`src/rtl/stereo_init_pkg.sv`:
```
package stereo_init_pkg;

  typedef enum logic [1:0] {
    TGT_ALL = 2'b00,
    TGT_MST = 2'b01,
    TGT_SLV = 2'b10
  } tgt_e;

  typedef struct packed {
    tgt_e        tgt;
    logic [7:0]  addr;
    logic [15:0] mask;
    logic [15:0] value;
  } step_t;

  typedef enum logic [2:0] {
    ST_IDLE,
    ST_READ,
    ST_WRITE,
    ST_PROBE,
    ST_DONE,
    ST_FAIL
  } seq_st_e;

  localparam int unsigned N_STEPS    = 14;
  localparam int unsigned LOOP_FIRST = 8;
  localparam int unsigned PROBE_STEP = 13;

endpackage

```
`src/rtl/sis_step_rom.sv`:
```
module sis_step_rom
  import stereo_init_pkg::*;
#(
  parameter int IDXW = 4
) (
  input  logic [IDXW-1:0] idx,
  input  logic [2:0]      skew_a,
  input  logic [2:0]      skew_b,
  input  logic [1:0]      skew_c,
  output step_t           step
);

  always_comb begin
    step = '{tgt: TGT_MST, addr: 8'h00, mask: 16'h0000, value: 16'h0000};
    case (int'(idx))
      0:  step = '{tgt: TGT_ALL, addr: 8'hB1, mask: 16'h0002, value: 16'h0000};
      1:  step = '{tgt: TGT_MST, addr: 8'hB1, mask: 16'h0001, value: 16'h0001};
      2:  step = '{tgt: TGT_ALL, addr: 8'h07, mask: 16'h0020, value: 16'h0020};
      3:  step = '{tgt: TGT_ALL, addr: 8'hB3, mask: 16'h0010, value: 16'h0000};
      4:  step = '{tgt: TGT_ALL, addr: 8'hB2, mask: 16'h0010, value: 16'h0000};
      5:  step = '{tgt: TGT_MST, addr: 8'hB1, mask: 16'h0001, value: 16'h0001};
      6:  step = '{tgt: TGT_SLV, addr: 8'hB1, mask: 16'h0001, value: 16'h0000};
      7:  step = '{tgt: TGT_SLV, addr: 8'h07, mask: 16'h0040, value: 16'h0040};
      8:  step = '{tgt: TGT_MST, addr: 8'hB2, mask: 16'h0007, value: {13'd0, skew_a}};
      9:  step = '{tgt: TGT_MST, addr: 8'hB3, mask: 16'h0007, value: {13'd0, skew_b}};
      10: step = '{tgt: TGT_MST, addr: 8'hB4, mask: 16'h0003, value: {14'd0, skew_c}};
      11: step = '{tgt: TGT_ALL, addr: 8'h0C, mask: 16'h0001, value: 16'h0001};
      12: step = '{tgt: TGT_ALL, addr: 8'h0C, mask: 16'h0001, value: 16'h0000};
      13: step = '{tgt: TGT_MST, addr: 8'hB8, mask: 16'h0000, value: 16'h0000};
      default: ;
    endcase
  end

endmodule

```
`src/rtl/sis_skew_sweep.sv`:
```
module sis_skew_sweep #(
  parameter int PW = 2
) (
  input  logic [2:0]    seed_a,
  input  logic [2:0]    seed_b,
  input  logic [1:0]    seed_c,
  input  logic [PW-1:0] pass_idx,
  output logic [2:0]    skew_a,
  output logic [2:0]    skew_b,
  output logic [1:0]    skew_c
);

  logic [2:0] step3;

  assign step3  = 3'(pass_idx);
  assign skew_a = seed_a + step3;
  assign skew_b = seed_b + step3;
  assign skew_c = seed_c + step3[1:0];

endmodule

```
`src/rtl/sis_field_merge.sv`:
```
module sis_field_merge #(
  parameter int W = 16
) (
  input  logic [W-1:0] cur,
  input  logic [W-1:0] mask,
  input  logic [W-1:0] value,
  output logic [W-1:0] merged
);

  assign merged = (cur & ~mask) | (value & mask);

endmodule

```
`src/rtl/stereo_pair_init_seq.sv`:
```
module stereo_pair_init_seq
  import stereo_init_pkg::*;
#(
  parameter int MAX_TRIES = 4,
  parameter int FLAG_BIT  = 0
) (
  input  logic        clk,
  input  logic        rst_n,
  input  logic        start,
  input  logic [2:0]  seed_a,
  input  logic [2:0]  seed_b,
  input  logic [1:0]  seed_c,
  output logic        cmd_valid,
  output logic        cmd_write,
  output logic [1:0]  cmd_target,
  output logic [7:0]  cmd_addr,
  output logic [15:0] cmd_wdata,
  input  logic        cmd_ack,
  input  logic        cmd_err,
  input  logic [15:0] cmd_rdata,
  output logic        busy,
  output logic        done,
  output logic        fail
);

  localparam int IDXW = $clog2(N_STEPS);
  localparam int PW   = (MAX_TRIES > 1) ? $clog2(MAX_TRIES) : 1;

  // reset: asserted asynchronously, released on the clock
  logic [1:0] rsync_q;
  logic       rst_int_n;

  always_ff @(posedge clk or negedge rst_n) begin
    if (!rst_n) rsync_q <= 2'b00;
    else        rsync_q <= {rsync_q[0], 1'b1};
  end
  assign rst_int_n = rsync_q[1];

  seq_st_e         state_q, state_d;
  logic [IDXW-1:0] step_q, step_d;
  logic [PW-1:0]   pass_q, pass_d;
  logic [15:0]     rbuf_q;
  logic [2:0]      seed_a_q, seed_b_q;
  logic [1:0]      seed_c_q;

  logic            idle_like, launch, rbuf_en, last_pass;
  logic [2:0]      skew_a, skew_b;
  logic [1:0]      skew_c;
  step_t           cur_step;
  logic [15:0]     merged;

  assign idle_like = (state_q == ST_IDLE) || (state_q == ST_DONE) || (state_q == ST_FAIL);
  assign launch    = idle_like && start;
  assign rbuf_en   = (state_q == ST_READ) && cmd_ack && !cmd_err;
  assign last_pass = (int'(pass_q) >= MAX_TRIES - 1);

  sis_skew_sweep #(.PW(PW)) u_sweep (
    .seed_a  (seed_a_q),
    .seed_b  (seed_b_q),
    .seed_c  (seed_c_q),
    .pass_idx(pass_q),
    .skew_a  (skew_a),
    .skew_b  (skew_b),
    .skew_c  (skew_c)
  );

  sis_step_rom #(.IDXW(IDXW)) u_rom (
    .idx   (step_q),
    .skew_a(skew_a),
    .skew_b(skew_b),
    .skew_c(skew_c),
    .step  (cur_step)
  );

  sis_field_merge #(.W(16)) u_merge (
    .cur   (rbuf_q),
    .mask  (cur_step.mask),
    .value (cur_step.value),
    .merged(merged)
  );

  // next-state
  always_comb begin
    state_d = state_q;
    step_d  = step_q;
    pass_d  = pass_q;
    case (state_q)
      ST_IDLE, ST_DONE, ST_FAIL: begin
        if (start) begin
          state_d = ST_READ;
          step_d  = '0;
          pass_d  = '0;
        end
      end
      ST_READ: begin
        if (cmd_ack) state_d = cmd_err ? ST_FAIL : ST_WRITE;
      end
      ST_WRITE: begin
        if (cmd_ack) begin
          if (cmd_err) begin
            state_d = ST_FAIL;
          end else begin
            step_d  = step_q + IDXW'(1);
            state_d = (int'(step_q) == int'(PROBE_STEP) - 1) ? ST_PROBE : ST_READ;
          end
        end
      end
      ST_PROBE: begin
        if (cmd_ack) begin
          if (cmd_err)                     state_d = ST_FAIL;
          else if (!cmd_rdata[FLAG_BIT])   state_d = ST_DONE;
          else if (last_pass)              state_d = ST_FAIL;
          else begin
            pass_d  = pass_q + PW'(1);
            step_d  = IDXW'(LOOP_FIRST);
            state_d = ST_READ;
          end
        end
      end
      default: state_d = ST_IDLE;
    endcase
  end

  // registers
  always_ff @(posedge clk or negedge rst_int_n) begin
    if (!rst_int_n) begin
      state_q <= ST_IDLE;
      step_q  <= '0;
      pass_q  <= '0;
    end else begin
      state_q <= state_d;
      step_q  <= step_d;
      pass_q  <= pass_d;
    end
  end

  always_ff @(posedge clk or negedge rst_int_n) begin
    if (!rst_int_n) begin
      rbuf_q <= '0;
    end else if (rbuf_en) begin
      rbuf_q <= cmd_rdata;
    end
  end

  always_ff @(posedge clk or negedge rst_int_n) begin
    if (!rst_int_n) begin
      seed_a_q <= '0;
      seed_b_q <= '0;
      seed_c_q <= '0;
    end else if (launch) begin
      seed_a_q <= seed_a;
      seed_b_q <= seed_b;
      seed_c_q <= seed_c;
    end
  end

  // command port
  assign cmd_valid  = (state_q == ST_READ) || (state_q == ST_WRITE) || (state_q == ST_PROBE);
  assign cmd_write  = (state_q == ST_WRITE);
  assign cmd_target = ((state_q == ST_WRITE) || (cur_step.tgt != TGT_ALL)) ? cur_step.tgt : TGT_MST;
  assign cmd_addr   = cur_step.addr;
  assign cmd_wdata  = (state_q == ST_WRITE) ? merged : 16'h0000;
  assign busy       = cmd_valid;
  assign done       = (state_q == ST_DONE);
  assign fail       = (state_q == ST_FAIL);


  cmd_hold_chk: assert property (@(posedge clk) disable iff (!rst_int_n)
    (cmd_valid && !cmd_ack) |=> (cmd_valid && $stable(cmd_write) && $stable(cmd_target)
                                 && $stable(cmd_addr) && $stable(cmd_wdata)));


  rd_target_chk: assert property (@(posedge clk) disable iff (!rst_int_n)
    (cmd_valid && !cmd_write) |-> (cmd_target != 2'b00));


  err_abort_chk: assert property (@(posedge clk) disable iff (!rst_int_n)
    (cmd_valid && cmd_ack && cmd_err) |=> (fail && !cmd_valid));


  busy_start_chk: assert property (@(posedge clk) disable iff (!rst_int_n)
    (busy && start && !cmd_ack) |=> (busy && $stable(cmd_addr)));


  done_excl_chk: assert property (@(posedge clk) disable iff (!rst_int_n)
    done |-> (!fail && !busy));


  retry_limit_chk: assert property (@(posedge clk) disable iff (!rst_int_n)
    ((state_q == ST_PROBE) && cmd_ack && !cmd_err && cmd_rdata[FLAG_BIT] && last_pass) |=> fail);

endmodule

```
`config.mk`:
```
export PLATFORM = sky130hd
export DESIGN_NAME = stereo_pair_init_seq
export DESIGN_NICKNAME = d
export VERILOG_FILES = /design/src/rtl/stereo_init_pkg.sv /design/src/rtl/sis_step_rom.sv /design/src/rtl/sis_skew_sweep.sv /design/src/rtl/sis_field_merge.sv /design/src/rtl/stereo_pair_init_seq.sv
export SDC_FILE = /design/constraint.sdc
export NUM_CORES = 1
export LEC_CHECK = 0
export ABC_CLOCK_PERIOD_IN_PS = 6300
export BUFFER_PORTS_ARGS = -buffer_cell sky130_fd_sc_hd__buf_2
export CORE_MARGIN = 2
export CORE_UTILIZATION = 56
export DETAILED_ROUTE_END_ITERATION = 10
export PLACE_DENSITY = 0.85
export SLEW_MARGIN = 20
export SYNTH_ARGS = -nofsm -noshare
export SYNTH_HDL_FRONTEND = slang
export SYNTH_SLANG_ARGS = --single-unit
```
`constraint.sdc`:
```
create_clock -name clk -period 6.3 [get_ports clk]
set_input_delay 0.63 -clock clk [delete_from_list [all_inputs] [get_ports clk]]
set_output_delay 0.63 -clock clk [all_outputs]
set_load 0.01 [all_outputs]
```
==> flow_metrics.py <==
metrics = {
    "timing": {
        "tightest_slew_ns": 0.844,
        "tns_ns": 0,
        "fmax_mhz": 274,
        "fin_crit_sh_pct": 58.0,
        "final.min_clock_period_ns": 3.65,
        "setup_viol": 0,
        "finalClockSkew_ns": 0.00541,
        "hold_violations": 0,
        "maxSlewViolCount": 0,
        "max-slew-margin-rel_pct": 43.7,
        "rsz0062_at_grt": "false",
    },
    "route": {
        "drc": 0,
        "drt_iter0_markers": 230,
        "vias": 1799,
        "dr.pass1.iters": 4,
        "viasPerCell": 5.64,
        "wirelength_um": 4680,
        "wl_per_cell_um": 14.7,
        "drtAntennaViolNets": 0,
    },
    "finish": {
        "antenna_cells": 0,
        "syn_to_final_growth_pct": 16.2,
        "seqCellArea_um2": 876,
        "nets": 307,
        "n_fill_cell": 307,
        "drive_above_1_share_pct": 32.8,
        "multi_input_area_mm2": 0.00114,
        "final_common_cell": "buf_2",
        "fin_cells": 319,
        "layout_common_cells": "buf_2 (58), dfrtp_1 (35), nor2_1 (17), mux2_2 (17)",
    },
    "global_route": {
        "grt_pass1_vias": 1690,
        "grt_max_degree": 28,
        "grt_antenna_before_repair": 0,
        "grt_pass1_wl_um": 7990,
        "grtUsageTotal_pct": 24.1,
        "overflow": 0,
    },
    "logic_synthesis": {
        "synth_seq_cells": 35,
        "synth.top_cells.by_area": "dfrtp_1 (40%), mux2_2 (8.8%), mux2_1 (4.7%)",
        "synth-main-ff-cell": "dfrtp_1",
        "syn-cell-area_mm2": 0.00216,
        "netlist_instances": 222,
        "yosysUniqueCellTypes": 48,
        "yosysTopAreaCell": "dfrtp_1",
        "syn_nets": 259,
        "synth_area_per_cell_um2": 9.75,
        "synth_edf_count": 0,
        "ys_warn_count": 0,
        "ys_seq_area_share_pct": 40.5,
        "synth_top_area_share_pct": 40.5,
        "synthArstFlopShare_pct": 100,
    },
    "floorplan": {
        "die_area_mm2": 0.00438,
        "core_area_mm2": 0.00369,
        "std_cell_rows": 22,
        "boundaryPins": 60,
        "die_x_um": 66.2,
        "start_util_pct": 58.7,
        "die_height_um": 66.2,
    },
    "setup_path": {
        "r2r_setup_slack_ns": 4.27,
        "crit_type": "reg2out",
        "start_kind": "register",
        "r2r_cells": 3,
        "r2r_end": "rbuf_q[1]$_DFFE_PN0P_",
        "critPathRequiredTime_ns": 5.67,
        "critical_path.startpoint": "step_q[3]$_DFFE_PN0P_",
        "worstReg2RegStart": "state_q[1]$_DFFE_PN0P_",
        "arrival_ns": 3.02,
        "cp_max_fo": 17,
        "crit_path_end_kind": "output port",
    },
    "clock_tree": {
        "cts-resized-gates": 0,
        "htreeDepth": 2,
        "cts.sinks": 35,
        "clock_latency_ns": 0.29,
        "cts_buffer_depth": 2,
        "cts-hold-fix-buffers": 0,
        "tritoncts": "yes",
        "numCtsBuffers": 5,
        "clk_pin_slew_worst_paths_ns": 0.07,
        "cts_root_buf": "clkbuf_8",
        "cts_setup_buffers": 0,
    },
    "placement": {
        "dp.final_hpwl_um": 3520,
        "routabilityCongestion": 0.870,
        "dp.cells": 310,
        "io_buffers": 58,
    },
    "outcome": {
        "outcome": "completed",
    },
    "power": {
        "peakVddDrop_mv": 0.246,
        "p_leak_nw": 1.21,
        "pwr_density_cell_mw_per_mm2": 413,
    },
    "job": {
        "max-cap-violations": 0,
    },
    "min_path": {
        "hold_path_class": "in2async",
    },
}
[power breakdown]
| group | total, W | internal, W | switching, W |
|---|---|---|---|
| logic | 0.000459 | 0.000222 | 0.000237 |
| clock network | 0.000156 | 0.0000771 | 0.0000790 |
| registers | 0.000425 | 0.000320 | 0.000105 |
[stage by stage]
step                total power, W  hold WS, ns  utilization [%]  cell area, µm²  worst slack [ns]
CTS                        0.00104        0.107             68.0            2510              2.66
detailed placement        0.000883        0.141             65.7            2420              2.97
global route               0.00112        0.107             68.2            2520              2.46
global placement          0.000862        0.143             65.7            2420              3.08
floorplan                 0.000768        0.331                -            2160              3.16
finish                     0.00104        0.112             68.2            2520              2.65
[registers in the layout, summed over array words and instances, names as in the netlist]
register / count
seed_c_q: 2
state_q: 3
pass_q: 2
rbuf_q: 16
rsync_q: 2
seed_b_q: 3
step_q: 4
seed_a_q: 3
[Yosys cell counts (2+ instances only)]
| master | number |
|---|---|
| dfrtp_1 | 35 |
| mux2_2 | 17 |
| nor2_1 | 17 |
| a21oi_1 | 12 |
| inv_1 | 12 |
| and3_1 | 10 |
| clkbuf_1 | 10 |
| nor3_1 | 10 |
| o21ai_0 | 10 |
| mux2_1 | 9 |
| nand2_1 | 9 |
| ha_1 | 7 |
| nand2b_1 | 7 |
| buf_2 | 4 |
| buf_4 | 4 |
| a221oi_1 | 3 |
| mux2i_1 | 3 |
| o21a_1 | 3 |
| xnor2_1 | 3 |
| a211oi_1 | 2 |
| a21o_1 | 2 |
| a2bb2oi_1 | 2 |
| conb_1 | 2 |
| nand3_1 | 2 |
| nor2b_1 | 2 |
| nor4_1 | 2 |
| o22ai_1 | 2 |
[area by class of cell]
cell class / count / share of cell area (%)
Multi-Input combinational cell: 155 / 45.4
Sequential cell: 35 / 34.8
Timing Repair Buffer: 60 / 12.1
Clock buffer: 6 / 2.88
Tap cell: 48 / 2.39
Clock inverter: 2 / 0.497
Inverter: 13 / 1.94
[critical path, stage by stage, from the launching register on]
cell	delay, ns
dfrtp_1	0.62
inv_1	0.23
nor2_1	0.21
nand2_1	0.12
mux2_2	0.30
ha_1	0.18
inv_1	0.07
fa_1	0.40
o21a_1	0.19
a221oi_1	0.24
buf_2	0.17
[kinds of logic (layout without fill, tap and decap cells)]
| group | after synthesis | in the layout | share of synthesized area, % |
|---|---|---|---|
| multiplexers | 29 | 29 | 14.9 |
| AND/OR/NAND/NOR | 66 | 66 | 16.7 |
| buffers and inverters | 32 | 81 | 6.82 |
| other | 2 | 2 | 0.347 |
| AO/OA/AOI/OAI | 46 | 46 | 14.2 |
| flip-flops | 35 | 35 | 40.5 |
| adder cells (fa/ha/maj) | 8 | 8 | 4.97 |
| XOR/XNOR | 4 | 4 | 1.62 |
[routing by layer]
metal  share of wire (%)  vias up  wire (µm)  GRT usage [%]
met5                   0        -          0              0
met4                 2.1        0         98           9.69
met1                  42      838       1950           33.3
met3                 9.2       10        430           6.47
li1                    -      870          -              -
met2                  47       81       2190           35.9
[worst max path at each step]
stage	depth (start not counted)	end
floorplan	10	cmd_wdata[1]
global placement	10	cmd_wdata[1]
detailed placement	10	cmd_wdata[1]
CTS	10	cmd_wdata[1]
global route	10	cmd_wdata[1]
finish	10	cmd_wdata[1]
Note: power is estimated with default switching activity, not from simulation.
